==> config.mk <==
export PLATFORM = sky130hd
export DESIGN_NAME = iir_decimator
export DESIGN_NICKNAME = d
export VERILOG_FILES = /design/src/rtl/iir_dec_pkg.sv /design/src/rtl/iir_dec_commutator.sv /design/src/rtl/iir_dec_section.sv /design/src/rtl/iir_decimator.sv
export SDC_FILE = /design/constraint.sdc
export NUM_CORES = 2
export LEC_CHECK = 0
export BUFFER_PORTS_ARGS = -buffer_cell sky130_fd_sc_hd__buf_2
export CAP_MARGIN = 20
export CORE_MARGIN = 4
export CORE_UTILIZATION = 63
export CTS_CLUSTER_DIAMETER = 100
export CTS_CLUSTER_SIZE = 8
export DETAILED_ROUTE_END_ITERATION = 7
export GPL_ROUTABILITY_DRIVEN = 0
export PLACE_DENSITY = 0.8
export SYNTH_ARGS = -nofsm -noshare
export SYNTH_HDL_FRONTEND = slang
export SYNTH_HIERARCHICAL = 1
export SYNTH_SLANG_ARGS = --single-unit
==> constraint.sdc <==
create_clock -name clk -period 26.2 [get_ports clk]
set_input_delay 3.93 -clock clk [delete_from_list [all_inputs] [get_ports clk]]
set_output_delay 3.93 -clock clk [all_outputs]
set_load 0.005 [all_outputs]
==> src/rtl/iir_dec_pkg.sv <==
package iir_dec_pkg;
  // fraction bits of the Q1.15 coefficient format
  localparam int CF = 15;

  // a^n in Q(.)15, each multiply rounded to nearest; a^0 is exactly one
  function automatic longint pow_fix(input longint a, input int n);
    longint r;
    r = longint'(1) <<< CF;
    for (int i = 0; i < n; i++)
      r = (r * a + (longint'(1) <<< (CF - 1))) >>> CF;
    return r;
  endfunction
endpackage

==> src/rtl/iir_dec_commutator.sv <==
module iir_dec_commutator #(
  parameter int M = 10,
  localparam int PW = (M > 1) ? $clog2(M) : 1
) (
  input  logic          clk,
  input  logic          rst,
  input  logic          step,
  output logic [PW-1:0] phase,
  output logic          last
);
  assign last = (phase == PW'(M - 1));

  always_ff @(posedge clk) begin
    if (rst)       phase <= '0;
    else if (step) phase <= last ? '0 : phase + PW'(1);
  end


  phase_range_chk: assert property (@(posedge clk) disable iff (rst)
    phase <= PW'(M - 1));

  phase_hold_chk: assert property (@(posedge clk) disable iff (rst)
    !step |=> $stable(phase));

  frame_wrap_chk: assert property (@(posedge clk) disable iff (rst)
    step && last |=> phase == '0);
endmodule

==> src/rtl/iir_dec_section.sv <==
module iir_dec_section
  import iir_dec_pkg::*;
#(
  parameter int DW = 16,
  parameter int M  = 10,
  parameter int SW = 37,
  parameter logic signed [CF:0] POLE = 16'sh4000,
  localparam int PW = (M > 1) ? $clog2(M) : 1,
  localparam int CW = CF + 2
) (
  input  logic                 clk,
  input  logic                 rst,
  input  logic                 step,
  input  logic                 last,
  input  logic [PW-1:0]        phase,
  input  logic signed [DW-1:0] in_data,
  output logic signed [SW-1:0] state_nxt
);
  localparam logic signed [CW-1:0] AM = CW'(pow_fix(longint'(POLE), M));

  function automatic logic signed [SW-1:0] clip(input logic signed [SW:0] v);
    if (v[SW] != v[SW-1])
      clip = v[SW] ? {1'b1, {(SW-1){1'b0}}} : {1'b0, {(SW-1){1'b1}}};
    else
      clip = v[SW-1:0];
  endfunction

  // phase weights a^k, k counted back from the newest sample of the frame
  logic signed [CW-1:0] coef [M];
  for (genvar k = 0; k < M; k++) begin : g_coef
    localparam logic signed [CW-1:0] CK = CW'(pow_fix(longint'(POLE), k));
    assign coef[k] = CK;
  end

  logic [PW-1:0]           widx;
  logic signed [DW+CW-1:0] prod;
  logic signed [SW-1:0]    acc, state, base, w_sum, fb;
  logic signed [SW+CW-1:0] fbp;
  logic signed [SW:0]      fbr;

  assign widx  = PW'(M - 1) - phase;
  assign prod  = in_data * coef[widx];
  assign base  = (phase == '0) ? '0 : acc;
  assign w_sum = clip((SW+1)'(base) + (SW+1)'(prod));
  assign fbp   = state * AM;
  assign fbr   = (SW+1)'((fbp + (SW+CW)'(1 << (CF - 1))) >>> CF);
  assign fb    = clip(fbr);
  assign state_nxt = clip((SW+1)'(fb) + (SW+1)'(w_sum));

  always_ff @(posedge clk) begin
    if (rst) begin
      acc   <= '0;
      state <= '0;
    end else if (step) begin
      acc <= w_sum;
      if (last) state <= state_nxt;
    end
  end


  state_frame_chk: assert property (@(posedge clk) disable iff (rst)
    !(step && last) |=> $stable(state));

  acc_idle_chk: assert property (@(posedge clk) disable iff (rst)
    !step |=> $stable(acc));
endmodule

==> src/rtl/iir_decimator.sv <==
module iir_decimator
  import iir_dec_pkg::*;
#(
  parameter int DW   = 16,
  parameter int M    = 10,
  parameter int NSEC = 2,
  parameter int GB   = 6,
  parameter logic [NSEC*(CF+1)-1:0] POLES = {16'hC000, 16'h4000},
  localparam int SW = DW + CF + GB,
  localparam int PW = (M > 1) ? $clog2(M) : 1,
  localparam int TW = SW + $clog2(NSEC) + 1
) (
  input  logic          clk,
  input  logic          rst,
  input  logic          in_valid,
  output logic          in_ready,
  input  logic [DW-1:0] in_data,
  output logic          out_valid,
  input  logic          out_ready,
  output logic [DW-1:0] out_data
);
  logic          step, last;
  logic [PW-1:0] phase;

  assign in_ready = !out_valid || out_ready;
  assign step     = in_valid && in_ready;

  iir_dec_commutator #(.M(M)) u_comm (
    .clk(clk), .rst(rst), .step(step), .phase(phase), .last(last)
  );

  logic signed [SW-1:0] sec_nxt [NSEC];
  for (genvar s = 0; s < NSEC; s++) begin : g_sec
    iir_dec_section #(
      .DW(DW), .M(M), .SW(SW), .POLE(POLES[s*(CF+1) +: (CF+1)])
    ) u_sec (
      .clk(clk), .rst(rst), .step(step), .last(last), .phase(phase),
      .in_data($signed(in_data)), .state_nxt(sec_nxt[s])
    );
  end

  logic signed [TW-1:0] tot, rnd;
  logic        [DW-1:0] y;

  always_comb begin
    tot = '0;
    for (int s = 0; s < NSEC; s++) tot = tot + TW'(sec_nxt[s]);
  end

  assign rnd = (tot + TW'(1 << (CF - 1))) >>> CF;

  always_comb begin
    if (rnd > TW'((1 << (DW - 1)) - 1))
      y = {1'b0, {(DW-1){1'b1}}};
    else if (rnd < -TW'(1 << (DW - 1)))
      y = {1'b1, {(DW-1){1'b0}}};
    else
      y = rnd[DW-1:0];
  end

  always_ff @(posedge clk) begin
    if (rst) begin
      out_valid <= 1'b0;
      out_data  <= '0;
    end else if (step && last) begin
      out_valid <= 1'b1;
      out_data  <= y;
    end else if (out_ready) begin
      out_valid <= 1'b0;
    end
  end


  frame_out_chk: assert property (@(posedge clk) disable iff (rst)
    step && last |=> out_valid);

  single_pulse_chk: assert property (@(posedge clk) disable iff (rst)
    out_valid && out_ready |=> !out_valid);

  stall_hold_chk: assert property (@(posedge clk) disable iff (rst)
    out_valid && !out_ready |=> out_valid && $stable(out_data));
endmodule

==> summary.md <==
| Metric | Value |
|---|---|
| Period utilization | `72.1%` |
| Total Routed Length | `83.9 mm` |
| Cts repair resizes | `0` |
| Reg clk slew, reported paths | `0.07 ns` |
| Vias in the first global route | `26700` |
| Number of synthesized flops with an enable pin | `0` |
| Worst EP arrival | `19.26 ns` |
| IO Port Bufs | `37` |
| Clock H-tree levels | `4` |
| Synth Cell Area | `31900 sq um` |
| Post-synth cell types | `116` |
| DR iter-0 viols | `2546` |
| Max Slew Vio Count | `0` |
| First-pass GRT wire length | `139 mm` |
| RSZ-0062 raised after global routing | `false` |
| Yosys reg bits | `151` |
| Largest net degree at the start of global routing | `74` |
| Setup crit end kind | `flip-flop` |
| Worst Path Max Fanout | `45` |
| Hold Vio Cnt, Final | `0` |
| Root Buffer | `clkbuf_16` |
| Layout area overhead | `3.71%` |
| Final setup vio count | `0` |
| Skew-Pair Late Insertion Delay | `0.45 ns` |
| CP required | `26.56 ns` |
| First drt pass iteration count | `6` |
| Max Cap Viol | `0` |
| WHS | `0.455 ns` |
| CTS buffer count | `17` |
| Cells after synthesis | `3895` |
| Most used cell, CP | `fa_1` |
| Height of the die | `233 um` |
| Drt wl/cell | `18.6 um` |
| Setup WS post-layout | `7.30 ns` |
| Status | `complete, no violations` |
| Total negative setup slack | `0 ns` |
| Critical path's slowest cell | `ha_1` |
| HP Class | `reg2reg` |
| DRC Markers | `0` |
| Total track usage | `31.5%` |
| Place WS | `6.78 ns` |
| Ys flop type | `dfxtp_1` |
| Warning count from the yosys run | `6` |
| Headroom to the max-slew limit | `24.5%` |
| Vias/cell | `6.06` |
| Sequential area share after synthesis | `9.48%` |
| Min Tclk post-route | `18.90 ns` |
| DPL Wire Length | `68.1 mm` |
| Fin Clk Skew | `0.0145 ns` |
| Clock sinks | `151` |
| Inst Count DP | `4473` |
| Non-filler cells, final | `4512` |
| Hold Buf Count CTS | `0` |
| Initial antenna violation count | `0` |
| Total gr overflow | `0` |
| Mapped Avg Cell Area | `8.19 sq um` |
| Row count | `82` |
| Core Area | `50100 sq um` |
| Postcts setup bufs | `0` |
| Synth async-reset ratio | `0%` |
| Final net count | `4613` |
| Clock buffer depth | `2` |
| Initial cell density of the core | `63.7%` |
| Post-route ant nets | `0` |
| Fmax | `52.9 MHz` |
| Worst-Margin Slew | `1.13 ns` |
| CTS tree | `yes` |
| Routed via count | `27400` |
| Die area | `54300 sq um` |
| CP peak stage delay | `0.78 ns` |
| I/O pins | `38` |
| Post-synthesis net count | `4682` |
| CP Launch Type | `input port` |
| Worst Setup Path Type | `in2reg` |
| Share of cells above drive strength 1 | `5.24%` |
| Die W | `233 um` |
[layout make-up]
class / instances / area [sq um]
diodes: 1 / 2.50
clock buffers: 18 / 439
clock inverters: 14 / 164
fillers: 4225 / 17000
inverters: 562 / 2110
multi-input cells: 3024 / 26000
flip-flops and latches: 151 / 3020
well taps: 672 / 841
repair buffers: 70 / 477
[cells in the final DEF (no fill, tap or decap), types with 40 or more instances in the layout]
| master | Yosys | final |
|---|---|---|
| xnor2_1 | 115 | 115 |
| inv_1 | 559 | 559 |
| a21o_1 | 67 | 67 |
| o21ai_0 | 147 | 147 |
| nor2b_1 | 54 | 54 |
| xor2_1 | 67 | 67 |
| fa_1 | 395 | 395 |
| nand3_1 | 75 | 75 |
| dfxtp_1 | 151 | 151 |
| nor2_1 | 275 | 273 |
| a211oi_1 | 40 | 40 |
| ha_1 | 372 | 372 |
| nand2_1 | 423 | 423 |
| and2_1 | 183 | 183 |
| a21oi_1 | 203 | 203 |
[per-stage QoR]
step           area, sq um  utilization [%]
6_report             33100             66.1
2_1_floorplan        31900                -
4_1_cts              33000             65.9
5_1_grt              33100             66.1
3_5_place_dp         32400             64.7
3_3_place_gp         32400             64.7
[registers in the layout (all words and copies together), names as in the netlist]
register,cells
g_sec.u_sec/acc,74
out_data,16
g_sec.u_sec/state,56
u_comm/phase,4
out_valid,1
[cells in the mapped netlist (14+ instances only)]
| cell | count | area, sq um |
|---|---|---|
| xor2_1 | 67 | 587 |
| buf_2 | 32 | 160 |
| a21oi_1 | 203 | 1020 |
| nand4_1 | 35 | 219 |
| o21ai_1 | 22 | 110 |
| nand2b_1 | 38 | 238 |
| nor3_1 | 34 | 170 |
| nor2_1 | 275 | 1030 |
| fa_1 | 395 | 7910 |
| ha_1 | 372 | 4650 |
| a31oi_1 | 39 | 244 |
| or2_2 | 14 | 87.6 |
| mux2i_1 | 16 | 160 |
| o21ai_0 | 147 | 736 |
| and2_1 | 183 | 1140 |
| or3_1 | 15 | 93.8 |
| dfxtp_1 | 151 | 3020 |
| o21bai_1 | 24 | 180 |
| nor2b_1 | 54 | 338 |
| o21a_1 | 33 | 248 |
| inv_1 | 559 | 2100 |
| nand2_1 | 423 | 1590 |
| a311oi_1 | 27 | 236 |
| xnor2_1 | 115 | 1010 |
| nand3_1 | 75 | 375 |
| a21o_1 | 67 | 503 |
| a211oi_1 | 40 | 300 |
| and4_1 | 17 | 149 |
| and3_1 | 39 | 244 |
| clkbuf_1 | 96 | 360 |
[worst paths after layout]
path / start / end / slack [ns] / cells past startpoint
setup / recovery: in_data[7] / out_data[10] / 7.30 / 52
hold / removal: out_data[15] / out_data[15] / 0.46 / 2
setup reg to reg: u_comm/phase[1] / out_data[10] / 8.73 / 57
hold reg to reg: out_data[15] / out_data[15] / 0.46 / 2
[critical path, delay by kind of cell]
family	cells	cell delay, ns
fa+ha+maj	12	5.49
buf+inv	8	1.30
simple gates	13	2.63
compound gates	19	5.84
[layer usage]
metal,global-route usage [%],vias up,wire (um)
met4,10.4,0,3170
li1,-,12900,-
met1,45.3,13100,37000
met3,5.18,191,7060
met5,0,-,0
met2,48.4,1207,36700
[logic make-up after synthesis]
logic type      synth area share (%)
simple gates                    19.3
mux                            0.620
flops                           9.48
fa+ha+maj                       39.6
compound gates                  17.0
xor+xnor                        5.05
buf+inv                         8.99
Power is not shown: default switching activity piles up to over one toggle a cycle in this logic, so the estimate is an artifact.
